===== config.mk =====
export PLATFORM = sky130hd
export DESIGN_NAME = adcc_ctrl
export DESIGN_NICKNAME = d
export VERILOG_FILES = /design/src/rtl/adcc_pkg.sv /design/src/rtl/adcc_regs.sv /design/src/rtl/adcc_seq.sv /design/src/rtl/adcc_ctrl.sv
export SDC_FILE = /design/constraint.sdc
export NUM_CORES = 1
export LEC_CHECK = 0
export BUFFER_PORTS_ARGS = -buffer_cell sky130_fd_sc_hd__buf_2
export CAP_MARGIN = 20
export CORE_MARGIN = 1.5
export CORE_UTILIZATION = 48
export DETAILED_ROUTE_END_ITERATION = 7
export PLACE_DENSITY = 0.85
export SLEW_MARGIN = 0
export SYNTH_ARGS = -nofsm -noshare
export SYNTH_HDL_FRONTEND = slang
export SYNTH_SLANG_ARGS = --single-unit

===== constraint.sdc =====
create_clock -name clk -period 2.3 [get_ports clk]
set_clock_uncertainty 0.15 [all_clocks]
set_input_delay 0.575 -clock clk [delete_from_list [all_inputs] [get_ports clk]]
set_output_delay 0.575 -clock clk [all_outputs]
set_load 0.01 [all_outputs]

===== src/rtl/adcc_pkg.sv =====
package adcc_pkg;
  localparam int OFS_DATA = 'h00;
  localparam int OFS_STAT = 'h04;
  localparam int OFS_CTRL = 'h08;
  localparam int OFS_DLY  = 'h0C;

  localparam int BUSY_BIT = 0;
  localparam int PWR_BIT  = 3;
  localparam int IE_BIT   = 5;
  localparam int ST_BIT   = 6;

  typedef enum logic [1:0] {
    S_IDLE = 2'd0,
    S_WAIT = 2'd1,
    S_CONV = 2'd2
  } seq_st_e;
endpackage


===== src/rtl/adcc_regs.sv =====
module adcc_regs
  import adcc_pkg::*;
#(
  parameter int DATA_W  = 32,
  parameter int ADDR_W  = 5,
  parameter int RES_W   = 10,
  parameter int RAW_W   = 16,
  parameter int CH_W    = 3,
  parameter int DLY_W   = 6,
  parameter int DLY_RST = 8
) (
  input  logic              clk,
  input  logic              rst,
  input  logic              bus_wr,
  input  logic              bus_rd,
  input  logic [ADDR_W-1:0] bus_addr,
  input  logic [DATA_W-1:0] bus_wdata,
  output logic [DATA_W-1:0] bus_rdata,
  input  logic              busy,
  input  logic              res_ld,
  input  logic [RAW_W-1:0]  conv_data,
  output logic              pwr,
  output logic              ie,
  output logic              irq_st,
  output logic [CH_W-1:0]   ch,
  output logic [DLY_W-1:0]  dly,
  output logic              on_evt,
  output logic              off_evt
);
  localparam logic [ADDR_W-1:0] A_DATA = ADDR_W'(OFS_DATA);
  localparam logic [ADDR_W-1:0] A_STAT = ADDR_W'(OFS_STAT);
  localparam logic [ADDR_W-1:0] A_CTRL = ADDR_W'(OFS_CTRL);
  localparam logic [ADDR_W-1:0] A_DLY  = ADDR_W'(OFS_DLY);

  logic [RES_W-1:0] res_q;
  logic             wr_ctrl;
  logic [DATA_W-1:0] ctrl_view;

  assign wr_ctrl = bus_wr && (bus_addr == A_CTRL);
  assign on_evt  = wr_ctrl && bus_wdata[PWR_BIT] && !pwr;
  assign off_evt = wr_ctrl && !bus_wdata[PWR_BIT];

  always_comb begin
    ctrl_view = '0;
    ctrl_view[CH_W-1:0] = ch;
    ctrl_view[PWR_BIT]  = pwr;
    ctrl_view[IE_BIT]   = ie;
    ctrl_view[ST_BIT]   = irq_st;
  end

  always_ff @(posedge clk) begin
    if (rst) begin
      pwr    <= 1'b0;
      ie     <= 1'b0;
      ch     <= '0;
      irq_st <= 1'b0;
      dly    <= DLY_W'(DLY_RST);
      res_q  <= '0;
    end else begin
      if (wr_ctrl) begin
        pwr <= bus_wdata[PWR_BIT];
        ie  <= bus_wdata[IE_BIT];
        ch  <= bus_wdata[CH_W-1:0];
      end
      if (bus_wr && bus_addr == A_DLY)
        dly <= bus_wdata[DLY_W-1:0];
      if (res_ld) begin
        res_q  <= conv_data[RES_W-1:0];
        irq_st <= 1'b1;
      end else if (wr_ctrl && !bus_wdata[ST_BIT]) begin
        irq_st <= 1'b0;
      end
    end
  end

  always_ff @(posedge clk) begin
    if (rst) begin
      bus_rdata <= '0;
    end else if (bus_rd) begin
      case (bus_addr)
        A_DATA:  bus_rdata <= DATA_W'(res_q);
        A_STAT:  bus_rdata <= DATA_W'(busy);
        A_CTRL:  bus_rdata <= ctrl_view;
        A_DLY:   bus_rdata <= DATA_W'(dly);
        default: bus_rdata <= '0;
      endcase
    end
  end


  ld_sets_flag_chk: assert property (@(posedge clk) disable iff (rst)
    res_ld |=> irq_st);

  flag_clear_chk: assert property (@(posedge clk) disable iff (rst)
    (wr_ctrl && !bus_wdata[ST_BIT] && !res_ld) |=> !irq_st);
endmodule


===== src/rtl/adcc_seq.sv =====
module adcc_seq
  import adcc_pkg::*;
#(
  parameter int CH_W  = 3,
  parameter int DLY_W = 6
) (
  input  logic             clk,
  input  logic             rst,
  input  logic             on_evt,
  input  logic             off_evt,
  input  logic             pwr,
  input  logic [DLY_W-1:0] dly,
  input  logic [CH_W-1:0]  ch,
  input  logic             conv_done,
  output logic             conv_start,
  output logic [CH_W-1:0]  conv_chan,
  output logic             busy,
  output logic             res_ld
);
  seq_st_e          st;
  logic [DLY_W-1:0] cnt;

  assign res_ld = (st == S_CONV) && conv_done && !off_evt;

  always_ff @(posedge clk) begin
    if (rst) begin
      st         <= S_IDLE;
      cnt        <= '0;
      conv_start <= 1'b0;
      conv_chan  <= '0;
      busy       <= 1'b0;
    end else begin
      conv_start <= 1'b0;
      if (off_evt) begin
        st   <= S_IDLE;
        busy <= 1'b0;
      end else if (on_evt) begin
        st  <= S_WAIT;
        cnt <= dly;
      end else begin
        case (st)
          S_WAIT: begin
            if (cnt == '0) begin
              conv_start <= 1'b1;
              conv_chan  <= ch;
              busy       <= 1'b1;
              st         <= S_CONV;
            end else begin
              cnt <= cnt - 1'b1;
            end
          end
          S_CONV: begin
            if (conv_done) begin
              busy <= 1'b0;
              st   <= S_IDLE;
            end
          end
          default: st <= S_IDLE;
        endcase
      end
    end
  end


  start_pulse_chk: assert property (@(posedge clk) disable iff (rst)
    conv_start |=> !conv_start);

  start_powered_chk: assert property (@(posedge clk) disable iff (rst)
    conv_start |-> pwr);

  busy_rise_chk: assert property (@(posedge clk) disable iff (rst)
    $rose(busy) |-> conv_start);

  abort_chk: assert property (@(posedge clk) disable iff (rst)
    off_evt |=> (!busy && !conv_start));
endmodule


===== src/rtl/adcc_ctrl.sv =====
module adcc_ctrl #(
  parameter int DATA_W  = 32,
  parameter int ADDR_W  = 5,
  parameter int RES_W   = 10,
  parameter int RAW_W   = 16,
  parameter int CH_W    = 3,
  parameter int DLY_W   = 6,
  parameter int DLY_RST = 8
) (
  input  logic              clk,
  input  logic              rst,
  input  logic              bus_wr,
  input  logic              bus_rd,
  input  logic [ADDR_W-1:0] bus_addr,
  input  logic [DATA_W-1:0] bus_wdata,
  output logic [DATA_W-1:0] bus_rdata,
  output logic              irq,
  output logic              conv_pwr,
  output logic              conv_start,
  output logic [CH_W-1:0]   conv_chan,
  input  logic              conv_done,
  input  logic [RAW_W-1:0]  conv_data
);
  logic             pwr, ie, irq_st, on_evt, off_evt, busy, res_ld;
  logic [CH_W-1:0]  ch;
  logic [DLY_W-1:0] dly;

  adcc_regs #(
    .DATA_W(DATA_W), .ADDR_W(ADDR_W), .RES_W(RES_W), .RAW_W(RAW_W),
    .CH_W(CH_W), .DLY_W(DLY_W), .DLY_RST(DLY_RST)
  ) u_regs (
    .clk(clk), .rst(rst),
    .bus_wr(bus_wr), .bus_rd(bus_rd), .bus_addr(bus_addr),
    .bus_wdata(bus_wdata), .bus_rdata(bus_rdata),
    .busy(busy), .res_ld(res_ld), .conv_data(conv_data),
    .pwr(pwr), .ie(ie), .irq_st(irq_st), .ch(ch), .dly(dly),
    .on_evt(on_evt), .off_evt(off_evt)
  );

  adcc_seq #(.CH_W(CH_W), .DLY_W(DLY_W)) u_seq (
    .clk(clk), .rst(rst),
    .on_evt(on_evt), .off_evt(off_evt), .pwr(pwr), .dly(dly), .ch(ch),
    .conv_done(conv_done), .conv_start(conv_start), .conv_chan(conv_chan),
    .busy(busy), .res_ld(res_ld)
  );

  assign conv_pwr = pwr;
  assign irq      = irq_st && ie;
endmodule


==> results of run 1 <==
==> worst max-delay path, delay by kind of cell, from the launching register on <==
family	cells	cell delay (ns)
flip-flops	1	0.35
multiplexers	1	0.23
AND/OR/NAND/NOR	4	1.07
==> final cells by class <==
cell class | count | area (um2)
fill | 390 | 1940
inverter | 8 | 30.0
sequential | 45 | 901
timing repair buffer | 50 | 283
multi-input combinational | 192 | 1180
tap | 52 | 65.1
clock buffer | 5 | 68.8
clock inverter | 1 | 5.00
==> cells in the final DEF, fill, tap and decap left out, types with 3 or more instances in the layout <==
master / synthesis / routed
a21oi_1: 19 / 19
buf_2: 1 / 42
buf_4: 22 / 7
clkbuf_8: 0 / 5
conb_1: 1 / 22
dfxtp_1: 45 / 45
ha_1: 4 / 4
inv_1: 8 / 8
mux2i_1: 25 / 25
nand2_1: 16 / 16
nand2b_1: 3 / 3
nand3_1: 6 / 6
nor2_1: 41 / 41
nor2b_1: 11 / 11
nor3b_1: 3 / 3
o21ai_0: 9 / 9
xnor2_1: 3 / 3
==> flip-flops by register name (all words and copies together), names as in the netlist <==
register	flops
u_regs.bus_rdata	10
u_regs.ch	3
u_regs.dly	6
u_regs.ie	1
u_regs.irq_st	1
u_regs.pwr	1
u_regs.res_q	10
u_seq.busy	1
u_seq.cnt	6
u_seq.conv_chan	3
u_seq.conv_start	1
u_seq.st	2
==> worst max-delay path by stage <==
| stage | from | endpoint | slack [ns] | cells past startpoint |
|---|---|---|---|---|
| 2_1_floorplan | bus_addr[3] | u_regs.res_q[0]$_SDFFE_PP0P_ | 0.23 | 9 |
| 3_3_place_gp | bus_addr[0] | u_seq.busy$_SDFFE_PP0P_ | 0.23 | 7 |
| 3_5_place_dp | bus_addr[0] | u_seq.busy$_SDFFE_PP0P_ | 0.21 | 7 |
| 4_1_cts | u_seq.cnt[2]$_SDFFE_PP0P_ | u_seq.conv_chan[0]$_SDFFE_PP0P_ | 0.38 | 5 |
| 5_1_grt | u_seq.cnt[2]$_SDFFE_PP0P_ | u_seq.conv_chan[0]$_SDFFE_PP0P_ | 0.29 | 5 |
| 6_report | u_seq.cnt[2]$_SDFFE_PP0P_ | u_seq.conv_chan[0]$_SDFFE_PP0P_ | 0.39 | 5 |
==> synth_stat cells (2+ instances only) <==
cell	instances	area (um2)
buf_6	4	45.0
nor2_1	41	154
and2_1	2	12.5
o31ai_1	2	15.0
xnor2_1	3	26.3
nor3b_1	3	22.5
nand3_1	6	30.0
a21oi_1	19	95.1
o21ai_0	9	45.0
or3_1	2	12.5
nor2b_1	11	68.8
and3_1	2	12.5
ha_1	4	50.1
nor4b_2	2	30.0
mux2i_1	25	250
buf_4	22	165
clkbuf_1	10	37.5
inv_1	8	30.0
dfxtp_1	45	901
nand2_1	16	60.1
nand2b_1	3	18.8
nor4b_1	2	17.5
==> kinds of logic after synthesis <==
| group | synth area share, % |
|---|---|
| compound gates | 10.2 |
| xor+xnor | 1.15 |
| fa+ha+maj | 2.19 |
| buf+inv | 12.4 |
| flops | 39.4 |
| mux | 11.9 |
| other cells | 0.164 |
| simple gates | 22.6 |
==> report_power, final <==
group / switching, W / leakage (nW) / total [W] / internal [W]
clock network: 0.000241 / 0.0399 / 0.000441 / 0.000200
logic: 0.0000666 / 0.692 / 0.000102 / 0.0000356
registers: 0.00000292 / 0.363 / 0.000785 / 0.000782
total: 0.000310 / 1.09 / 0.00133 / 0.00102
==> layer usage <==
layer / global-route usage (%) / part of all wire (%)
met1: 22.4 / 43
met2: 31.6 / 48
met3: 5.14 / 8.5
met4: 6.08 / 1.0
met5: 0 / 0
==> metrics by stage <==
stage / utilization [%] / instance area (um2) / hold slack (ns) / instances
floorplan: - / 2360 / 0.291 / 282
global placement: 55.0 / 2460 / 0.312 / 347
detailed placement: 55.0 / 2460 / 0.320 / 347
CTS: 56.6 / 2530 / 0.330 / 353
global route: 56.6 / 2530 / 0.357 / 353
finish: 56.6 / 2530 / 0.331 / 353
==> impl_metrics.tcl, run 1 <==
set metrics [dict create \
    vias 1825 \
    ir_drop_mv 0.437 \
    ys.flop_type "dfxtp_1" \
    reg2regPathDepth 5 \
    yosysWarningCount 0 \
    synthCells 261 \
    cts-root-buf "clkbuf_8" \
    drcViolationCount 0 \
    hp-class "reg2reg" \
    finalHoldViolCount 0 \
    holdPathStages 2 \
    synth.avg_cell_area_um2 8.76 \
    setup_violations 0 \
    clk_latency_ns 0.29 \
    r2r-start "u_seq.cnt[2]$_SDFFE_PP0P_" \
    drtIter0Drc 150 \
    vias_per_cell 5.17 \
    fmax_mhz 524 \
    cp-start-kind "register" \
    cts_tree "yes" \
    arrival_ns 1.92 \
    place_congestion 0.939 \
    ant_nets 0 \
    drt_first_pass_iters 4 \
    postCtsSetupBuffers 0 \
    p_per_area_mw_per_mm2 524 \
    rows 24 \
    ys_ff_latch 45 \
    dp_hpwl_mm 3.49 \
    synth_area_mm2 0.00229 \
    grt_max_degree 28 \
    core_area_mm2 0.00447 \
    grt-ovfl-total 0 \
    antennaDiodeCount 0 \
    dieArea_mm2 0.00519 \
    min_from "u_regs.ch[0]$_SDFFE_PP0N_" \
    max_stage_delay_ns 0.44 \
    cp_slowest_cell "or3_1" \
    p_total_w 0.00133 \
    drive_gt1_share_pct 21.6 \
    ios 96 \
    grt_usage_pct 18.4 \
    endpoint_kind "register" \
    wirelength_mm 4.51 \
    start_util_pct 51.1 \
    reg2reg_to "u_seq.conv_chan[0]$_SDFFE_PP0P_" \
    nets 364 \
    reg2reg_setup_slack_ns 0.39 \
    power.leakage_nw 1.09 \
    htree_levels 2 \
    clock_sinks 45 \
    area_delta_synth_final_pct 10.8 \
    worstSetupPathType "reg2reg" \
    cts_max_path_buffers 2 \
    die_h_um 72.0 \
    cap_viol_max_count 0 \
    cts.repair.resized 0 \
    antenna_found_initial 0 \
    grt_pass1_vias 1750 \
    wl_per_cell_um 12.8 \
    setup_ws_ns 0.390 \
    period_minus_slack_ns 1.91 \
    cts_hold_buf 0 \
    holdPathEnd "u_regs.ch[0]$_SDFFE_PP0N_" \
    cpMostUsedCell "nor2_1" \
    async_flop_share_pct 0 \
    critPathRequiredTime_ns 2.31 \
    yosysSeqAreaShare_pct 39.4 \
    rsz0062_at_grt "false" \
    cp_cell_sequence "or3_1 > nor2_1 > and3_1 > mux2i_1 > nor2_1" \
    chipWidth_um 72.0 \
    grt_pass1_wl_mm 7.53 \
    cts_buffers 5 \
    drv_slew 0 \
    io_buffers 42 \
    path_clk_slew_ns 0.08 \
    synth_edf_count 0 \
    fin_crit_sh_pct 83.0 \
    tns_ns 0 \
    dpl_worst_slack_ns 0.207 \
    status "completed" \
    synth_cell_types 42 \
    worst-path-max-fanout 4 \
]
Note: power is estimated with default switching activity, not from simulation.
==> run 2, diff against run 1 <==
- CORE_UTILIZATION: 48 -> 43
- PLACE_DENSITY: 0.85 -> 0.81
- clock period: 2.3 -> 1.7 ns (I/O delays scaled with it)
==> impl_metrics.tcl, run 2 (synthesis results as in run 1) <==
set metrics [dict create \
    start_util_pct 44.8 \
    reg2regPathDepth 4 \
    cts_buffers 5 \
    final_cell_mix "dfxtp_1, buf_2, nor2_1, buf_4, mux2i_1" \
    clock_sinks 45 \
    worst-path-stages 4 \
    fill_cells 474 \
    cp_cell_sequence "or3_4 > nor4b_1 > mux2i_1 > a221oi_2" \
    fin_crit_sh_pct 103 \
    critPathRequiredTime_ns 1.74 \
    dp_hpwl_mm 3.65 \
    vias 1923 \
    cts_tree "yes" \
    arrival_ns 1.78 \
    drtIter0Drc 57 \
    cap_viol_max_count 0 \
    io_buffers 42 \
    cts_max_path_buffers 2 \
    grt-ovfl-total 0 \
    seqCellArea_um2 902 \
    failed_checks "negative setup slack" \
    dieArea_mm2 0.00576 \
    min_from "conv_data[2]" \
    vias_per_cell 4.88 \
    fmax_mhz 573 \
    endpoint_kind "register" \
    ios 96 \
    finalHoldViolCount 0 \
    drv_slew 0 \
    antennaDiodeCount 0 \
    grt_pass1_vias 1788 \
    area_delta_synth_final_pct 22.9 \
    path_clk_slew_ns 0.09 \
    final_common_cell "dfxtp_1" \
    antenna_found_initial 0 \
    cts-root-buf "clkbuf_8" \
    cp-start-kind "register" \
    wirelength_mm 4.87 \
    worstSetupPathType "reg2reg" \
    ir_drop_mv 0.486 \
    rows 26 \
    setup_ws_ns -0.0448 \
    core_area_mm2 0.00511 \
    crit_start "u_seq.cnt[3]$_SDFFE_PP0P_" \
    cp_slowest_cell "or3_4" \
    tns_ns -0.0448 \
    chipWidth_um 75.9 \
    hp-class "in2reg" \
    setup_violations 1 \
    power.leakage_nw 1.21 \
    top_regs "u_regs.bus_rdata (10), u_regs.res_q (10)" \
    r2r-start "u_seq.cnt[3]$_SDFFE_PP0P_" \
    p_per_area_mw_per_mm2 671 \
    drt_first_pass_iters 5 \
    dp.cells 385 \
    status "finished with violations" \
    whs_ns 0.208 \
    clk_latency_ns 0.30 \
    grt_pass1_wl_mm 8.11 \
    reg2reg_to "u_seq.cnt[5]$_SDFFE_PP0P_" \
    worst-path-max-fanout 3 \
    max_stage_delay_ns 0.40 \
    wl_per_cell_um 12.4 \
    dpl_worst_slack_ns -0.239 \
    place_congestion 0.826 \
    multiInputGateArea_mm2 0.00124 \
    critical_path.top_delay_family "simple AND/OR/NAND/NOR gates" \
    grt_usage_pct 17.4 \
    die_h_um 75.9 \
    cts_hold_buf 0 \
    grt_max_degree 34 \
    reg2reg_setup_slack_ns -0.04 \
    period_minus_slack_ns 1.74 \
    htree_levels 2 \
    fin_cells 394 \
    drcViolationCount 0 \
    drive_gt1_share_pct 30.9 \
    cp_num_buf_inv 0 \
    crit_path_end "u_seq.cnt[5]$_SDFFE_PP0P_" \
    nets 385 \
    ant_nets 0 \
    rsz0062_at_grt "true" \
]
-- run 2: power by group --
part | internal, W | switching [W]
Sequential | 0.00106 | 0.00000328
Clock | 0.000291 | 0.000361
Combinational | 0.0000702 | 0.000100
-- run 2: per-stage QoR --
| step | utilization, % | total power, W | instance area, um2 |
|---|---|---|---|
| after floorplan | - | 0.00121 | 2380 |
| after global placement | 51.7 | 0.00125 | 2640 |
| after detailed placement | 51.7 | 0.00125 | 2640 |
| after CTS | 53.7 | 0.00190 | 2740 |
| after global routing | 55.0 | 0.00196 | 2810 |
| final | 55.0 | 0.00188 | 2810 |
-- run 2: cell type report --
type,instances,area share (%)
tap,70,3.12
clock buffer,5,2.45
timing repair buffer,71,16.1
clock inverter,3,0.802
sequential,45,32.1
multi-input combinational,192,44.3
inverter,8,1.07
-- run 2: what timing repair did --
item,4_1_cts,5_1_grt
endpoints found under the setup margin,7,12
gates resized for setup,3,10
buffers inserted,0,1
pin swaps,1,7
cloned,0,0
-- run 2: worst min-delay path by stage --
stage | end | slack, ns | depth (start not counted)
global placement | u_regs.ie$_SDFFE_PP0N_ | 0.31 | 2
floorplan | u_seq.busy$_SDFFE_PP0P_ | 0.29 | 2
CTS | u_regs.res_q[2]$_SDFFE_PP0P_ | 0.20 | 3
finish | u_regs.res_q[2]$_SDFFE_PP0P_ | 0.21 | 3
detailed placement | u_regs.ie$_SDFFE_PP0N_ | 0.31 | 2
global route | u_regs.res_q[2]$_SDFFE_PP0P_ | 0.21 | 3
-- run 2: layer usage --
| metal | vias to the layer above | GRT usage, % | share of wire, % |
|---|---|---|---|
| met4 | 0 | 5.37 | 0.94 |
| met2 | 60 | 29.6 | 50 |
| met5 | - | 0 | 0 |
| li1 | 957 | - | - |
| met1 | 900 | 22.0 | 45 |
| met3 | 6 | 3.98 | 4.6 |
-- run 2: worst min-delay path, delay by kind of cell --
family | cells | cell delay (ns)
mux | 1 | 0.05
buf+inv | 1 | 0.07
simple gates | 1 | 0.07
